==> src/rtl/hdlc_tx_pkg.sv <==
package hdlc_tx_pkg;

    localparam int FLAG_LEN = 8;
    localparam int FIDX_W   = $clog2(FLAG_LEN);
    localparam logic [FLAG_LEN-1:0] FLAG_PATTERN = 8'h7E;

    typedef enum logic [2:0] {
        TX_IDLE,
        TX_OPEN,
        TX_BODY,
        TX_FCS,
        TX_CLOSE
    } tx_state_e;

    // Per-cycle control word produced by the sequencer
    typedef struct packed {
        logic take;        // byte capture strobe
        logic body_start;  // first body bit follows
        logic crc_update;  // fold line bit into the check register
        logic crc_shift;   // move check register toward the line
        logic run_active;  // cycle belongs to the stuffed region
        logic line_bit;    // value on the serial line
    } tx_ctrl_s;

    // Flag bit for a given position, sent least significant bit first
    function automatic logic flag_bit(input logic [FIDX_W-1:0] idx);
        return FLAG_PATTERN[idx];
    endfunction

endpackage

==> src/rtl/hdlc_tx_stuffer.sv <==
module hdlc_tx_stuffer #(
    parameter int RUN_LEN = 5
) (
    input  logic clk,
    input  logic rst,
    input  logic clear,
    input  logic active,
    input  logic sent_bit,
    output logic stuff_now,
    output logic near_run
);
    localparam int CW = $clog2(RUN_LEN + 1);

    logic [CW-1:0] ones_q;

    assign stuff_now = (ones_q == CW'(RUN_LEN));
    assign near_run  = (ones_q == CW'(RUN_LEN - 1));

    always_ff @(posedge clk) begin
        if (rst || clear) begin
            ones_q <= '0;
        end else if (active) begin
            if (stuff_now) begin
                ones_q <= '0;
            end else if (sent_bit) begin
                ones_q <= ones_q + 1'b1;
            end else begin
                ones_q <= '0;
            end
        end
    end

endmodule

==> src/rtl/hdlc_tx_fcs.sv <==
module hdlc_tx_fcs #(
    parameter int           W    = 16,
    parameter logic [W-1:0] POLY = 16'h8005
) (
    input  logic clk,
    input  logic rst,
    input  logic clear,
    input  logic update,
    input  logic shift,
    input  logic din,
    output logic msb
);
    logic [W-1:0] crc_q;
    logic [W-1:0] nxt_upd;
    logic         fb;

    assign fb         = din ^ crc_q[W-1];
    assign nxt_upd[0] = fb & POLY[0];

    for (genvar i = 1; i < W; i++) begin : g_tap
        assign nxt_upd[i] = crc_q[i-1] ^ (fb & POLY[i]);
    end

    assign msb = crc_q[W-1];

    always_ff @(posedge clk) begin
        if (rst || clear) begin
            crc_q <= '0;
        end else if (update) begin
            crc_q <= nxt_upd;
        end else if (shift) begin
            crc_q <= {crc_q[W-2:0], 1'b0};
        end
    end

endmodule

==> src/rtl/hdlc_tx_ctrl.sv <==
module hdlc_tx_ctrl
    import hdlc_tx_pkg::*;
#(
    parameter int DATA_W = 8,
    parameter int CRC_W  = 16
) (
    input  logic              clk,
    input  logic              rst,
    input  logic              idle_ones,
    input  logic              data_valid,
    input  logic [DATA_W-1:0] data_in,
    input  logic              last_byte,
    input  logic              stuff_now,
    input  logic              near_run,
    input  logic              crc_msb,
    output tx_ctrl_s          ctl,
    output tx_state_e         state_o
);
    localparam int MAXC      = (CRC_W > DATA_W) ? CRC_W : DATA_W;
    localparam int CNT_W     = $clog2(MAXC + 1);
    localparam int FLAG_LAST = FLAG_LEN - 1;

    tx_state_e         st_q;
    logic [CNT_W-1:0]  cnt_q;
    logic [DATA_W-1:0] shreg_q;
    logic              last_q;
    logic              flag_end;
    logic              byte_end;

    assign flag_end = (cnt_q == CNT_W'(FLAG_LAST));
    assign byte_end = (cnt_q == CNT_W'(DATA_W - 1));
    assign state_o  = st_q;

    always_comb begin
        ctl = '0;
        unique case (st_q)
            TX_IDLE: begin
                ctl.line_bit = idle_ones ? 1'b1 : flag_bit(cnt_q[FIDX_W-1:0]);
            end
            TX_OPEN: begin
                ctl.line_bit   = flag_bit(cnt_q[FIDX_W-1:0]);
                ctl.take       = flag_end;
                ctl.body_start = flag_end;
            end
            TX_BODY: begin
                ctl.run_active = 1'b1;
                if (stuff_now) begin
                    ctl.line_bit = 1'b0;
                end else begin
                    ctl.line_bit   = shreg_q[0];
                    ctl.crc_update = 1'b1;
                    ctl.take       = byte_end && !last_q;
                end
            end
            TX_FCS: begin
                ctl.run_active = 1'b1;
                ctl.line_bit   = stuff_now ? 1'b0 : crc_msb;
                ctl.crc_shift  = !stuff_now;
            end
            TX_CLOSE: begin
                ctl.line_bit = flag_bit(cnt_q[FIDX_W-1:0]);
            end
            default: ctl = '0;
        endcase
    end

    always_ff @(posedge clk) begin
        if (rst) begin
            st_q    <= TX_IDLE;
            cnt_q   <= '0;
            shreg_q <= '0;
            last_q  <= 1'b0;
        end else begin
            unique case (st_q)
                TX_IDLE: begin
                    cnt_q <= flag_end ? '0 : cnt_q + 1'b1;
                    if (data_valid && (idle_ones || flag_end)) begin
                        st_q  <= TX_OPEN;
                        cnt_q <= '0;
                    end
                end
                TX_OPEN: begin
                    if (flag_end) begin
                        st_q    <= TX_BODY;
                        cnt_q   <= '0;
                        shreg_q <= data_in;
                        last_q  <= last_byte;
                    end else begin
                        cnt_q <= cnt_q + 1'b1;
                    end
                end
                TX_BODY: begin
                    if (!stuff_now) begin
                        if (byte_end) begin
                            cnt_q <= '0;
                            if (last_q) begin
                                st_q <= TX_FCS;
                            end else begin
                                shreg_q <= data_in;
                                last_q  <= last_byte;
                            end
                        end else begin
                            cnt_q   <= cnt_q + 1'b1;
                            shreg_q <= shreg_q >> 1;
                        end
                    end
                end
                TX_FCS: begin
                    if (stuff_now) begin
                        if (cnt_q == CNT_W'(CRC_W)) begin
                            st_q  <= TX_CLOSE;
                            cnt_q <= '0;
                        end
                    end else if (cnt_q == CNT_W'(CRC_W - 1)) begin
                        if (near_run && crc_msb) begin
                            cnt_q <= CNT_W'(CRC_W);
                        end else begin
                            st_q  <= TX_CLOSE;
                            cnt_q <= '0;
                        end
                    end else begin
                        cnt_q <= cnt_q + 1'b1;
                    end
                end
                TX_CLOSE: begin
                    if (flag_end) begin
                        st_q  <= TX_IDLE;
                        cnt_q <= '0;
                    end else begin
                        cnt_q <= cnt_q + 1'b1;
                    end
                end
                default: begin
                    st_q  <= TX_IDLE;
                    cnt_q <= '0;
                end
            endcase
        end
    end

endmodule

==> src/rtl/hdlc_framer_tx.sv <==
module hdlc_framer_tx
    import hdlc_tx_pkg::*;
#(
    parameter int               DATA_W   = 8,
    parameter int               CRC_W    = 16,
    parameter logic [CRC_W-1:0] CRC_POLY = 16'h8005,
    parameter int               RUN_LEN  = 5
) (
    input  logic              clk,
    input  logic              rst,
    input  logic              idle_ones,
    input  logic              data_valid,
    input  logic [DATA_W-1:0] data_in,
    input  logic              last_byte,
    output logic              byte_take,
    output logic              ser_out
);
    tx_ctrl_s  ctl;
    tx_state_e state_w;
    logic      stuff_now;
    logic      near_run;
    logic      crc_msb;

    hdlc_tx_ctrl #(
        .DATA_W (DATA_W),
        .CRC_W  (CRC_W)
    ) u_ctrl (
        .clk        (clk),
        .rst        (rst),
        .idle_ones  (idle_ones),
        .data_valid (data_valid),
        .data_in    (data_in),
        .last_byte  (last_byte),
        .stuff_now  (stuff_now),
        .near_run   (near_run),
        .crc_msb    (crc_msb),
        .ctl        (ctl),
        .state_o    (state_w)
    );

    hdlc_tx_stuffer #(
        .RUN_LEN (RUN_LEN)
    ) u_stuff (
        .clk       (clk),
        .rst       (rst),
        .clear     (ctl.body_start),
        .active    (ctl.run_active),
        .sent_bit  (ctl.line_bit),
        .stuff_now (stuff_now),
        .near_run  (near_run)
    );

    hdlc_tx_fcs #(
        .W    (CRC_W),
        .POLY (CRC_POLY)
    ) u_fcs (
        .clk    (clk),
        .rst    (rst),
        .clear  (ctl.body_start),
        .update (ctl.crc_update),
        .shift  (ctl.crc_shift),
        .din    (ctl.line_bit),
        .msb    (crc_msb)
    );

    assign byte_take = ctl.take;
    assign ser_out   = ctl.line_bit;

endmodule

==> config.mk <==
export PLATFORM = sky130hd
export DESIGN_NAME = hdlc_framer_tx
export DESIGN_NICKNAME = d
export VERILOG_FILES = /design/src/rtl/hdlc_tx_pkg.sv /design/src/rtl/hdlc_tx_stuffer.sv /design/src/rtl/hdlc_tx_fcs.sv /design/src/rtl/hdlc_tx_ctrl.sv /design/src/rtl/hdlc_framer_tx.sv
export SDC_FILE = /design/constraint.sdc
export NUM_CORES = 1
export LEC_CHECK = 0
export ABC_AREA = 1
export BUFFER_PORTS_ARGS = -buffer_cell sky130_fd_sc_hd__buf_2
export CORE_ASPECT_RATIO = 1.75
export CORE_MARGIN = 3
export CORE_UTILIZATION = 59
export CTS_CLUSTER_SIZE = 12
export DETAILED_ROUTE_END_ITERATION = 7
export PLACE_DENSITY_LB_ADDON = 0.2
export SYNTH_ARGS = -nofsm -noshare
export SYNTH_HDL_FRONTEND = slang
export SYNTH_SLANG_ARGS = --single-unit
==> constraint.sdc <==
create_clock -name clk -period 2.2 [get_ports clk]
set_input_delay 0.33 -clock clk [delete_from_list [all_inputs] [get_ports clk]]
set_output_delay 0.33 -clock clk [all_outputs]
set_load 0.01 [all_outputs]
-- Word-level counts from Yosys, hierarchy flattened
Memory sizes are Yosys's and may differ from the RTL's. A register that Yosys moved wholly into a read port is not among the register bits.
Cells that the tools add are included.
- bits in read-only memories: 8
- logic and storage cells: 95
- memories kept: 1
- output and inout bits: 2
- bits in registers: 36
- equality and inequality tests: 19
- $add $sub $neg: 2
- reductions and logical operators: 16
- muxes and demuxes: 47
- $lt $le $gt $ge: 1
- bitwise gates (word level): 3
- memories (memory ; depth ; width ; read ports ; clocked after Yosys merged registers in ; wr ports ; line ; source):
    (name not given) ; 8 ; 1 ; 1 ; 1 ; 0 ; hdlc_tx_pkg.sv:27 ; return FLAG_PATTERN[idx];
- operators by type and width (kind ; count):
    2-to-1 mux 3 bit ; 14
    2-to-1 mux 5 bit ; 7
    2-to-1 mux 16 bit ; 2
    2-to-1 mux 8 bit ; 4
    case mux 5 bit (4 select lines) ; 1
    case mux 8 bit (2 select lines) ; 1
    case mux 3 bit (5 select lines) ; 1
    2-to-1 mux 1 bit ; 14
    inequality test 2 x 1 -> 1 bit, second input constant ; 5
    equality test 3 bit, second input constant ; 3
    AND reduction 9 bit ; 1
    AND reduction 4 bit ; 2
    equality test 3 x 2 -> 1 bit, second input constant ; 2
    inequality test 3 bit, second input constant ; 2
    adder 5 x 1 -> 5 bit, second input constant ; 1
    equality test 5 x 3 -> 1 bit, second input constant ; 1
    equality test 5 x 4 -> 1 bit, second input constant ; 1
    equality test 5 bit, second input constant ; 1
    less-than comparator 3 x 4 -> 1 bit, second input constant ; 1
    case mux 1 bit (2 select lines) ; 2
    case mux 1 bit (4 select lines) ; 1
    nonzero test 2 bit ; 2
    OR reduction 2 bit ; 2
    adder 3 x 1 -> 3 bit, second input constant ; 1
    10 further kinds ; 16

-- Logic depth before layout (Yosys ltp)
Gate-level depths: netlist (run 1).
- depth after elaboration: 8
- gate-level depth with buffers: 15
- depth with buffers taken out: 15

-- Cells and area by module
A second synthesis (run 1) with hierarchy kept.
- cell total of the unflattened synthesis: 312
- area, all modules: 2065.7 um2
- modules (own cells, without submodules) (module ; cells an instance ; area an instance (um2) ; instances ; sequential area each (um2)):
    hdlc_tx_ctrl ; 196 ; 1224.9 ; 1 ; 360.3
    hdlc_tx_fcs ; 88 ; 650.6 ; 1 ; 320.3
    hdlc_tx_stuffer ; 28 ; 190.2 ; 1 ; 60.1

-- Worst setup path after synthesis (run 1)
OpenSTA, ideal clock, no wires.
- path kind: flip-flop to flip-flop
- start: register u_stuff.ones_q[1]
- end: register u_fcs.crc_q[4]
- stages on the path, launching flop included: 12
- setup time: 0.117 ns
- setup slack: 0.595 ns
- period minus slack after synthesis: 1.605 ns
- arrival time: 1.488 ns
- cells stage by stage: dfxtp_1 -> inv_1 -> ha_1 -> nand2_1 -> inv_2 -> nor2_4 -> inv_2 -> nand2_4 -> inv_4 -> buf_6 -> o21ai_1 -> a21oi_1
- longest elaborated chain between the ends: 4
- elaborated cells on any way between the ends: 7
- classes of those cells: eq/ne (1); mux (4); reduce/logical (2)
- ends and longest elaborated chain (item ; line ; source):
    start: declaration ; hdlc_tx_stuffer.sv:14 ; logic [CW-1:0] ones_q;
    start signal: assignment ; hdlc_tx_stuffer.sv:26 ; ones_q <= ones_q + 1'b1;
    equality test 3 bit (*) ; hdlc_tx_stuffer.sv:16 ; assign stuff_now = (ones_q == CW'(RUN_LEN));
    2-to-1 mux 1 bit or logical NOT 1 bit (tied branches) ; hdlc_tx_ctrl.sv:47, hdlc_tx_ctrl.sv:58 ;
    2-to-1 mux 1 bit ; hdlc_tx_ctrl.sv:36 ; unique case (st_q)
    2-to-1 mux 16 bit or nonzero test 2 bit (tied branches) ; n/a ;
    end signal: assignment ; hdlc_tx_fcs.sv:30 ; crc_q <= nxt_upd;
    end signal: assignment ; hdlc_tx_fcs.sv:32 ; crc_q <= {crc_q[W-2:0], 1'b0};
    end: declaration ; hdlc_tx_fcs.sv:13 ; logic [W-1:0] crc_q;
Every way passes the cells marked *; elsewhere a longest branch is shown, timed or not.
A chain may end at the register's enable or synchronous reset.

-- Worst setup path in the final report (run 1)
- start: register u_stuff.ones_q[1]
- end: output byte_take
- longest elaborated chain between the ends: 3
- ends and longest elaborated chain (item ; line ; source):
    equality test 3 bit ; hdlc_tx_stuffer.sv:16 ;
    2-to-1 mux 1 bit ; hdlc_tx_ctrl.sv:47 ; if (stuff_now) begin
    case mux 1 bit (2 select lines) ; hdlc_tx_ctrl.sv:36 ;
    end: declaration ; hdlc_framer_tx.sv:15 ; output logic byte_take,
No other way between the ends.

==> results of run 1 <==
==> worst max-delay path, delay by kind of cell, from the launching register on <==
family | cells | cell delay (ns)
fa+ha+maj | 1 | 0.19
buf+inv | 3 | 0.27
compound gates | 1 | 0.19
flops | 1 | 0.36
simple gates | 2 | 0.39
==> how the worst max path moves through the flow <==
stage,from,end,cells after the start
after floorplan,u_stuff.ones_q[1],u_fcs.crc_q[4],11
after global placement,u_stuff.ones_q[1],u_stuff.ones_q[2],11
after detailed placement,u_stuff.ones_q[1],u_fcs.crc_q[8],10
after CTS,u_stuff.ones_q[1],byte_take,7
after global routing,u_stuff.ones_q[1],ser_out,8
final,u_stuff.ones_q[1],byte_take,7
==> sequential cells by signal, indices dropped and copies added (netlist names), named ones only <==
register and flops:
u_ctrl.shreg_q 8, u_ctrl.cnt_q 5, u_stuff.ones_q 3, u_fcs.crc_q 16
u_ctrl.state_o 3, u_ctrl.last_q 1
==> timing repair <==
item,in CTS,in global routing
buffers inserted,0,0
endpoints found under the setup margin,0,2
resized for setup,0,3
==> through the flow <==
stage	cells	power, mW
floorplan	291	1.94
global placement	343	2.12
detailed placement	343	2.14
CTS	351	2.66
global route	351	2.90
finish	351	2.66
==> final cells by class <==
class	count	area (um2)
flip-flops and latches	37	741
repair buffers	15	77.6
fillers	315	1010
clock inverters	1	5.00
well taps	43	53.8
multi-input cells	204	1130
inverters	44	168
clock buffers	7	96.3
==> metal layers <==
metal | global-route usage (%) | wire length, um | up-vias
met3 | 3.20 | 109 | 8
met4 | 9.80 | 99 | 0
met2 | 44.1 | 2450 | 39
met1 | 26.3 | 1810 | 905
li1 | - | - | 1000
met5 | 0 | 0 | -
==> power groups by stage <==
stage | Clock [mW] | Sequential [mW] | Combinational (mW)
after CTS | 0.529 | 1.02 | 1.12
after detailed placement | 0 | 1.03 | 1.11
after floorplan | 0 | 0.999 | 0.940
after global routing | 0.557 | 1.05 | 1.30
after global placement | 0 | 1.02 | 1.09
final | 0.521 | 1.02 | 1.12
==> synth_stat cells (3+ instances only) <==
| cell | n |
|---|---|
| sky130_fd_sc_hd__inv_2 | 9 |
| sky130_fd_sc_hd__a31oi_1 | 7 |
| sky130_fd_sc_hd__dfxtp_1 | 37 |
| sky130_fd_sc_hd__nor2_4 | 5 |
| sky130_fd_sc_hd__a21oi_1 | 21 |
| sky130_fd_sc_hd__nor2_1 | 18 |
| sky130_fd_sc_hd__a211oi_1 | 5 |
| sky130_fd_sc_hd__inv_1 | 34 |
| sky130_fd_sc_hd__nand2_1 | 67 |
| sky130_fd_sc_hd__ha_1 | 6 |
| sky130_fd_sc_hd__nand3_1 | 28 |
| sky130_fd_sc_hd__nand3_2 | 5 |
| sky130_fd_sc_hd__buf_6 | 4 |
| sky130_fd_sc_hd__nand2_2 | 3 |
| sky130_fd_sc_hd__nand4_1 | 4 |
| sky130_fd_sc_hd__o21ai_0 | 19 |
==> logic make-up after synthesis <==
family / count (synthesis)
simple gates: 133
fa+ha+maj: 6
xor+xnor: 1
flops: 37
compound gates: 64
buf+inv: 50
==> impl_metrics.py, run 1 <==
metrics = {
    "sta": {
        "relSlewSlack_pct": 73.3,
        "unrepaired_setup_endpoints_after_global_routing": "no",
        "worst_slew_pin_slew_ns": 0.400,
        "fin_skew_ns": 0.00523,
        "fin_crit_sh_pct": 91.9,
        "timing.final.hold_violations": 0,
        "hold-worst-slack_ns": 0.305,
        "finalWorstPathRequiredPeriod_ns": 2.02,
        "achievable-frequency_ghz": 0.494,
        "report.final.slew_viol_count": 0,
        "timing.final.setup_violations": 0,
        "post-route-worst-setup-slack_ns": 0.177,
        "totalNegativeSetupSlack_ns": 0,
    },
    "cells_and_area": {
        "most_common_library_cell_in_the_layout_ignoring_fill_and_taps": "sky130_fd_sc_hd__nand2_1",
        "ant_diodes": 0,
        "final_layout_size_suffix_gt1_share_pct": 18.8,
        "post-route-cell-area_mm2": 0.00227,
        "area.growth.synth_to_final_pct": 9.01,
        "final_cell_mix": "66 x sky130_fd_sc_hd__nand2_1, 37 x sky130_fd_sc_hd__dfxtp_1, 34 x sky130_fd_sc_hd__inv_1, 28 x sky130_fd_sc_hd__nand3_1, 21 x sky130_fd_sc_hd__a21oi_1",
        "final_core_util_pct": 69.3,
        "finish.net_count": 326,
    },
    "placement": {
        "placement.setup.worst_slack_ns": 0.238,
        "place.gp.congestion": 0.877,
        "detailed_place_hpwl_mm": 3.30,
        "detailed_place.area_mm2": 0.00216,
        "place.port_buffers": 14,
    },
    "power_and_ir_drop": {
        "cellInternalPower_mw": 1.55,
        "part_of_the_power_in_the_clock_network_pct": 19.6,
        "share_seq_of_total_power_pct": 38.3,
        "irDropWorstVdd_v": 0.000904,
        "combPwrFrac_pct": 42.1,
        "pd_cells_mw_per_mm2": 1170,
        "total_leakage_power_nw": 1.02,
        "power.share.switching_pct": 41.8,
        "p_switching_mw": 1.11,
    },
    "hold_path": {
        "holdCritStartpoint": "data_in[0]",
        "hold_class": "input port to flip-flop",
        "holdPathEnd": "u_ctrl.shreg_q[0]",
        "hold_crit_depth": 3,
    },
    "yosys": {
        "most_used_flip_flop_cell_after_synthesis": "sky130_fd_sc_hd__dfxtp_1",
        "postSynthRegisterBits": 37,
        "mappedNetlistArea_mm2": 0.00208,
        "yosys.area_share.xor_xnor_pct": 0.421,
        "synth_top_area_share_pct": 35.6,
        "synth_simple_gate_area_share_pct": 30.9,
        "syn_area_per_cell_um2": 7.15,
        "synth-async-reset-ratio_pct": 0,
        "yosys_warnings": 0,
        "synth_top_family_by_area": "simple AND/OR/NAND/NOR gates",
        "synthTopCellsByArea": "sky130_fd_sc_hd__dfxtp_1 36%, sky130_fd_sc_hd__nand2_1 12%, sky130_fd_sc_hd__nand3_1 6.7%",
        "synth_edf_count": 0,
        "synthesized_area_fraction_occupied_by_ao_oa_aoi_and_oai_cells_pct": 18.8,
        "yosys.cell_types.count": 32,
        "post-synth-top-area-cell": "sky130_fd_sc_hd__dfxtp_1",
        "synth_fa_ha_area_share_pct": 3.61,
        "syn_nets": 310,
        "postSynthCellCount": 291,
        "mux_share_of_post_synthesis_cell_area_pct": 0,
        "share_of_synthesized_area_occupied_by_flip_flops_and_latches_pct": 35.6,
    },
    "worst_setup_path": {
        "kind_of_end_point_of_the_critical_path": "output port",
        "critical_path_start_type": "flip-flop",
        "timing.rr.end": "u_stuff.ones_q[2]",
        "number_of_cell_instances_on_the_worst_register_to_register_path": 11,
        "crit_chain": "inv_1 -> ha_1 -> nand2_2 -> inv_2 -> nor2_4 -> a31o_2 -> buf_2",
        "cp.arrival_ns": 1.69,
        "cp_data_required_time_ns": 1.87,
        "r2r-start": "u_stuff.ones_q[1]",
        "timing_worst_setup_path_type": "flip-flop to output port",
        "crit_path_top_delay_cell": "sky130_fd_sc_hd__dfxtp_1",
        "worst_path_largest_cell_delay_ns": 0.36,
        "register_to_register_path_setup_slack_ns": 0.33,
        "crit_fanout": 8,
    },
    "clocking": {
        "cts_buffers": 5,
        "cts_max_path_buffers": 2,
        "cts-htree-levels": 2,
        "cts-root-buf": "sky130_fd_sc_hd__clkbuf_8",
        "cts.hold.buffers_added": 0,
        "clk_pin_slew_worst_paths_ns": 0.07,
        "total_clock_sinks": 37,
        "insertion_delay_ns": 0.29,
        "cts_tree": "done",
    },
    "routing": {
        "drt-wirelength-per-cell_um": 12.8,
        "drt_first_iter_violations": 41,
        "number_of_remaining_drc_errors": 0,
        "via_per_inst": 5.56,
        "drt-total-wl_mm": 4.48,
        "route.antenna.remaining_nets": 0,
        "vias": 1952,
        "dr.pass1.iters": 4,
    },
    "global_route": {
        "gr-usage-all-layers_pct": 23.9,
        "antenna_found_initial": 0,
        "gr-total-overflow": 0,
        "largest_net_degree_at_the_start_of_global_routing": 19,
        "grt_pass1_wl_mm": 8.10,
        "vias_in_the_first_global_route": 1893,
    },
    "floorplan": {
        "placement_rows": 27,
        "initial_utilization_pct": 63.5,
        "ioPinCount": 15,
        "dieArea_mm2": 0.00431,
        "fp.dieW_um": 50.9,
        "die_height_um": 84.6,
        "design.core.area_mm2": 0.00328,
    },
    "run": {
        "timing.max_cap.violations": 0,
    },
    "status": {
        "result_of_the_run": "finished clean",
    },
}
Power figures use the tool's default switching activity.
==> run 2: changes to the inputs <==
Settings changed: MAX_ROUTING_LAYER set to met4, PLACE_DENSITY set to 0.83, PLACE_DENSITY_LB_ADDON 0.2 to unset.
==> run 2 against run 1 <==
Effect of this change:
- fmax down 1.5%
- combinational power about the same
- routed wire length down 2.8%
- setup slack worse by 0.030 ns
- final cell count up 0.28%
- largest cell class unchanged
==> impl_metrics.py, run 2 (synthesized netlist as in run 1, its figures left out) <==
metrics = {
    "status": {
        "result_of_the_run": "finished clean",
    },
    "clocking": {
        "post_cts.repair.setup_buffers": 0,
        "cts_tree": "done",
        "insertion_delay_ns": 0.29,
        "cts_buffers": 5,
        "cts_max_path_buffers": 2,
        "cts.repair.resized": 0,
        "cts.hold.buffers_added": 0,
        "total_clock_sinks": 37,
        "cts-root-buf": "sky130_fd_sc_hd__clkbuf_8",
        "cts-htree-levels": 2,
        "clk_pin_slew_worst_paths_ns": 0.08,
    },
    "cells_and_area": {
        "finish.net_count": 327,
        "top_regs": "u_fcs.crc_q (16), u_ctrl.shreg_q (8), u_ctrl.cnt_q (5)",
        "ant_diodes": 0,
        "registers.top_by_ff_count": "u_fcs.crc_q",
        "final_core_util_pct": 68.7,
        "area.growth.synth_to_final_pct": 8.17,
        "n_fill_cell": 300,
        "stdcell_count": 352,
        "post-route-cell-area_mm2": 0.00225,
        "final_layout_size_suffix_gt1_share_pct": 18.4,
        "largest_register_ffs": 16,
        "final_cell_mix": "67 x sky130_fd_sc_hd__nand2_1, 37 x sky130_fd_sc_hd__dfxtp_1, 34 x sky130_fd_sc_hd__inv_1, 28 x sky130_fd_sc_hd__nand3_1, 21 x sky130_fd_sc_hd__a21oi_1",
        "most_common_library_cell_in_the_layout_ignoring_fill_and_taps": "sky130_fd_sc_hd__nand2_1",
    },
    "sta": {
        "fin_skew_ns": 0.0126,
        "achievable-frequency_ghz": 0.487,
        "report.final.slew_viol_count": 0,
        "finalWorstPathRequiredPeriod_ns": 2.05,
        "fin_crit_sh_pct": 93.3,
        "totalNegativeSetupSlack_ns": 0,
        "timing.final.hold_violations": 0,
        "worst_slew_pin_slew_ns": 0.398,
        "timing.final.setup_violations": 0,
        "hold-worst-slack_ns": 0.300,
        "relSlewSlack_pct": 73.5,
        "unrepaired_setup_endpoints_after_global_routing": "no",
    },
    "global_route": {
        "vias_in_the_first_global_route": 1865,
        "largest_net_degree_at_the_start_of_global_routing": 19,
        "gr-total-overflow": 0,
        "grt_pass1_wl_mm": 7.58,
        "gr-usage-all-layers_pct": 23.1,
        "antenna_found_initial": 0,
    },
    "routing": {
        "via_per_inst": 5.51,
        "drt-total-wl_mm": 4.35,
        "drt_first_iter_violations": 31,
        "drt-wirelength-per-cell_um": 12.4,
        "route.antenna.remaining_nets": 0,
        "vias": 1941,
        "dr.pass1.iters": 4,
        "number_of_remaining_drc_errors": 0,
    },
    "placement": {
        "place.port_buffers": 14,
        "detailed_place.area_mm2": 0.00217,
        "place.gp.congestion": 0.903,
        "detailed_place_hpwl_mm": 3.22,
        "place.detailed.instances": 344,
    },
    "hold_path": {
        "hold_class": "input port to flip-flop",
    },
    "worst_setup_path": {
        "crit_fanout": 13,
        "critical_path_start_type": "flip-flop",
        "timing_worst_setup_path_type": "flip-flop to output port",
        "kind_of_end_point_of_the_critical_path": "output port",
        "cp.arrival_ns": 1.72,
        "cp_data_required_time_ns": 1.87,
    },
    "floorplan": {
        "fp.dieW_um": 50.9,
        "design.core.area_mm2": 0.00328,
        "dieArea_mm2": 0.00431,
        "placement_rows": 27,
        "initial_utilization_pct": 63.5,
        "die_height_um": 84.6,
        "ioPinCount": 15,
    },
    "power_and_ir_drop": {
        "irDropWorstVdd_v": 0.000793,
        "pd_cells_mw_per_mm2": 1150,
        "total_leakage_power_nw": 1.01,
    },
    "run": {
        "timing.max_cap.violations": 0,
    },
}
==> run 2: area by class of cell <==
class                      instances  area [um2]  share of cell area (%)
timing repair buffer              16        85.1                    3.78
tap                               43        53.8                    2.39
multi-input combinational        204        1120                    49.7
clock buffer                       5        68.8                    3.06
clock inverter                     3        17.5                   0.778
sequential                        37         741                    32.9
inverter                          44         168                    7.44
==> run 2: stage by stage <==
stage,power (mW),worst slack [ns]
4_1_cts,2.60,0.137
3_5_place_dp,2.14,0.421
3_3_place_gp,2.11,0.437
2_1_floorplan,1.94,0.595
5_1_grt,2.81,0.00823
6_report,2.59,0.147
==> run 2: power breakdown <==
part           internal [mW]  leakage (nW)  total [mW]  switching [mW]
clock network          0.218        0.0439       0.455           0.237
registers              0.875         0.301        1.02           0.142
logic                  0.393         0.662        1.12           0.724
==> run 2: worst max-delay path, cell delays in order (launching register included) <==
cell                      delay (ns)
sky130_fd_sc_hd__dfxtp_1        0.33
sky130_fd_sc_hd__ha_1           0.21
sky130_fd_sc_hd__nand2_1        0.10
sky130_fd_sc_hd__inv_2          0.06
sky130_fd_sc_hd__nand2_2        0.20
sky130_fd_sc_hd__inv_1          0.14
sky130_fd_sc_hd__a31o_2         0.24
sky130_fd_sc_hd__buf_2          0.13
==> run 2: routing by layer <==
layer / vias to the layer above / track usage (%) / part of all wire (%)
met2: 36 / 40.7 / 54
met4: 0 / 12.5 / 3.7
li1: 1001 / - / -
met1: 891 / 22.5 / 39
met3: 13 / 5.15 / 3.2
met5: - / - / 0
==> run 2: worst paths after layout <==
kind                        start                 to  slack [ns]  cells after the start
setup reg to reg  u_ctrl.cnt_q[1]          flip-flop        0.39                     15
setup / recovery  u_ctrl.cnt_q[0]          byte_take        0.15                      7
hold reg to reg    u_fcs.crc_q[2]     u_fcs.crc_q[3]        0.46                      2
hold / removal         data_in[0]  u_ctrl.shreg_q[0]        0.30                      3
==> run 3: changes to the inputs <==
Settings changed: CORE_MARGIN 3 to 4.
==> run 3 against run 2 <==
Effect of this change:
- clock skew shrank 0.0097 ns
- largest cell class unchanged
- utilization fell by 2.3 points
- largest power group unchanged
- combinational power barely moved
- non-clock buffer count is 1 lower
- sequential cell count stayed put
- global-route usage decreased by 0.72 points
==> impl_metrics.py, run 3 (synthesized netlist as in run 1, its figures left out) <==
metrics = {
    "power_and_ir_drop": {
        "power.share.switching_pct": 43.0,
        "irDropWorstVdd_v": 0.000774,
        "cellInternalPower_mw": 1.49,
        "combPwrFrac_pct": 42.7,
        "share_seq_of_total_power_pct": 38.9,
        "p_switching_mw": 1.13,
        "pd_cells_mw_per_mm2": 1160,
        "part_of_the_power_in_the_clock_network_pct": 18.5,
        "total_leakage_power_nw": 0.997,
    },
    "cells_and_area": {
        "top_regs": "u_fcs.crc_q (16), u_ctrl.shreg_q (8), u_ctrl.cnt_q (5)",
        "finish.net_count": 326,
        "most_common_library_cell_in_the_layout_ignoring_fill_and_taps": "sky130_fd_sc_hd__nand2_1",
        "n_fill_cell": 303,
        "registers.top_by_ff_count": "u_fcs.crc_q",
        "largest_register_ffs": 16,
        "area.growth.synth_to_final_pct": 8.41,
        "final_cell_mix": "66 x sky130_fd_sc_hd__nand2_1, 37 x sky130_fd_sc_hd__dfxtp_1, 34 x sky130_fd_sc_hd__inv_1, 28 x sky130_fd_sc_hd__nand3_1, 21 x sky130_fd_sc_hd__a21oi_1",
        "final_layout_size_suffix_gt1_share_pct": 18.8,
        "ant_diodes": 0,
        "stdcell_count": 353,
    },
    "global_route": {
        "vias_in_the_first_global_route": 1825,
        "gr-total-overflow": 0,
        "gr-usage-all-layers_pct": 22.4,
        "grt_pass1_wl_mm": 7.45,
        "largest_net_degree_at_the_start_of_global_routing": 19,
        "antenna_found_initial": 0,
    },
    "worst_setup_path": {
        "worst_path_largest_cell_delay_ns": 0.34,
        "register_to_register_path_setup_slack_ns": 0.35,
        "kind_of_end_point_of_the_critical_path": "output port",
        "number_of_cell_instances_on_the_worst_register_to_register_path": 11,
        "cp_data_required_time_ns": 1.87,
        "cp.arrival_ns": 1.74,
        "timing_worst_setup_path_type": "flip-flop to output port",
        "timing.rr.end": "u_stuff.ones_q[2]",
        "crit_fanout": 13,
        "crit_chain": "ha_1 -> nand2_1 -> inv_2 -> nand2_2 -> inv_1 -> a31o_2 -> buf_2",
        "r2r-start": "u_stuff.ones_q[1]",
        "crit_path_top_delay_cell": "sky130_fd_sc_hd__dfxtp_1",
        "critical_path_start_type": "flip-flop",
    },
    "floorplan": {
        "fp.dieW_um": 52.9,
        "die_height_um": 86.6,
        "design.core.area_mm2": 0.00340,
        "initial_utilization_pct": 61.3,
        "placement_rows": 28,
        "ioPinCount": 15,
        "dieArea_mm2": 0.00458,
    },
    "sta": {
        "totalNegativeSetupSlack_ns": 0,
        "fin_crit_sh_pct": 94.0,
        "achievable-frequency_ghz": 0.484,
        "worst_slew_pin_slew_ns": 0.403,
        "timing.final.setup_violations": 0,
        "finalWorstPathRequiredPeriod_ns": 2.07,
        "timing.final.hold_violations": 0,
        "unrepaired_setup_endpoints_after_global_routing": "no",
        "fin_skew_ns": 0.00292,
        "relSlewSlack_pct": 73.1,
        "report.final.slew_viol_count": 0,
    },
    "clocking": {
        "cts_tree": "done",
        "total_clock_sinks": 37,
        "post_cts.repair.setup_buffers": 0,
        "cts_buffers": 5,
        "insertion_delay_ns": 0.30,
        "cts.hold.buffers_added": 0,
        "cts_max_path_buffers": 2,
        "cts-htree-levels": 2,
        "cts-root-buf": "sky130_fd_sc_hd__clkbuf_8",
        "clk_pin_slew_worst_paths_ns": 0.08,
    },
    "routing": {
        "via_per_inst": 5.44,
        "number_of_remaining_drc_errors": 0,
        "dr.pass1.iters": 4,
        "drt-total-wl_mm": 4.35,
        "route.antenna.remaining_nets": 0,
        "drt_first_iter_violations": 59,
        "drt-wirelength-per-cell_um": 12.3,
        "vias": 1920,
    },
    "status": {
        "result_of_the_run": "finished clean",
    },
    "run": {
        "timing.max_cap.violations": 0,
    },
    "placement": {
        "place.gp.congestion": 0.854,
        "place.port_buffers": 14,
        "detailed_place_hpwl_mm": 3.18,
        "place.detailed.instances": 345,
    },
    "hold_path": {
        "hold_crit_depth": 3,
        "holdPathEnd": "u_ctrl.shreg_q[0]",
        "hold_class": "input port to flip-flop",
        "holdCritStartpoint": "data_in[0]",
    },
}
==> run 3: cell types whose count changed in the layout (fill, tap and decap cells not counted), sizes merged <==
cell | previous run | this run
clkinv | 2 | 0
buf | 16 | 15
clkinvlp | 1 | 3
==> run 3: final cells by class <==
type | count | area (um2) | area share, %
clock buffer | 5 | 68.8 | 3.05
clock inverter | 3 | 22.5 | 0.998
inverter | 44 | 168 | 7.43
multi-input combinational | 204 | 1120 | 49.8
sequential | 37 | 741 | 32.8
tap | 45 | 56.3 | 2.49
timing repair buffer | 15 | 77.6 | 3.44
==> run 3: what timing repair did <==
action | 4_1_cts | 5_1_grt
hold endpoints to repair | 0 | 0
resized for setup | 0 | 2
endpoints found under the setup margin | 0 | 2
==> run 3: critical path: cells and delay by family (launching register included) <==
family                   cells  cell delay, ns
adder cells (fa/ha/maj)      1            0.21
AND/OR/NAND/NOR              2            0.31
AO/OA/AOI/OAI                1            0.25
buffers and inverters        3            0.33
flip-flops                   1            0.34
==> run 3: per-layer routing <==
metal / GRT usage (%) / part of all wire, % / up-vias / routed length (um)
met1: 21.8 / 40 / 879 / 1730
met3: 3.96 / 2.8 / 15 / 120
met4: 14.2 / 4.0 / 0 / 174
met5: - / 0 / - / 0
met2: 39.0 / 53 / 33 / 2320
li1: - / - / 993 / -
==> run 3: power groups by stage <==
stage	clock network [mW]	registers (mW)	logic, mW
2_1_floorplan	0	0.999	0.940
3_3_place_gp	0	1.02	1.09
3_5_place_dp	0	1.03	1.11
4_1_cts	0.493	1.02	1.12
5_1_grt	0.518	1.04	1.28
6_report	0.483	1.02	1.12
==> run 3: worst max path at each step <==
stage	startpoint	slack (ns)	to	cells past startpoint
4_1_cts	u_stuff.ones_q[1]	0.08	byte_take	7
5_1_grt	u_ctrl.cnt_q[1]	0.03	byte_take	7
3_3_place_gp	u_stuff.ones_q[1]	0.32	u_stuff.ones_q[2]	11
2_1_floorplan	u_stuff.ones_q[1]	0.59	u_fcs.crc_q[4]	11
3_5_place_dp	u_stuff.ones_q[1]	0.29	u_stuff.ones_q[2]	11
6_report	u_ctrl.cnt_q[0]	0.13	byte_take	7
==> run 3: stage by stage <==
stage	hold WS, ns	utilization (%)	area, um2	worst slack (ns)	power (mW)
finish	0.291	66.4	2260	0.133	2.61
global route	0.304	66.4	2260	0.0312	2.84
CTS	0.285	66.3	2250	0.0757	2.62
detailed placement	0.454	63.6	2160	0.290	2.14
global placement	0.447	63.6	2160	0.321	2.11
floorplan	0.399	-	2080	0.595	1.94
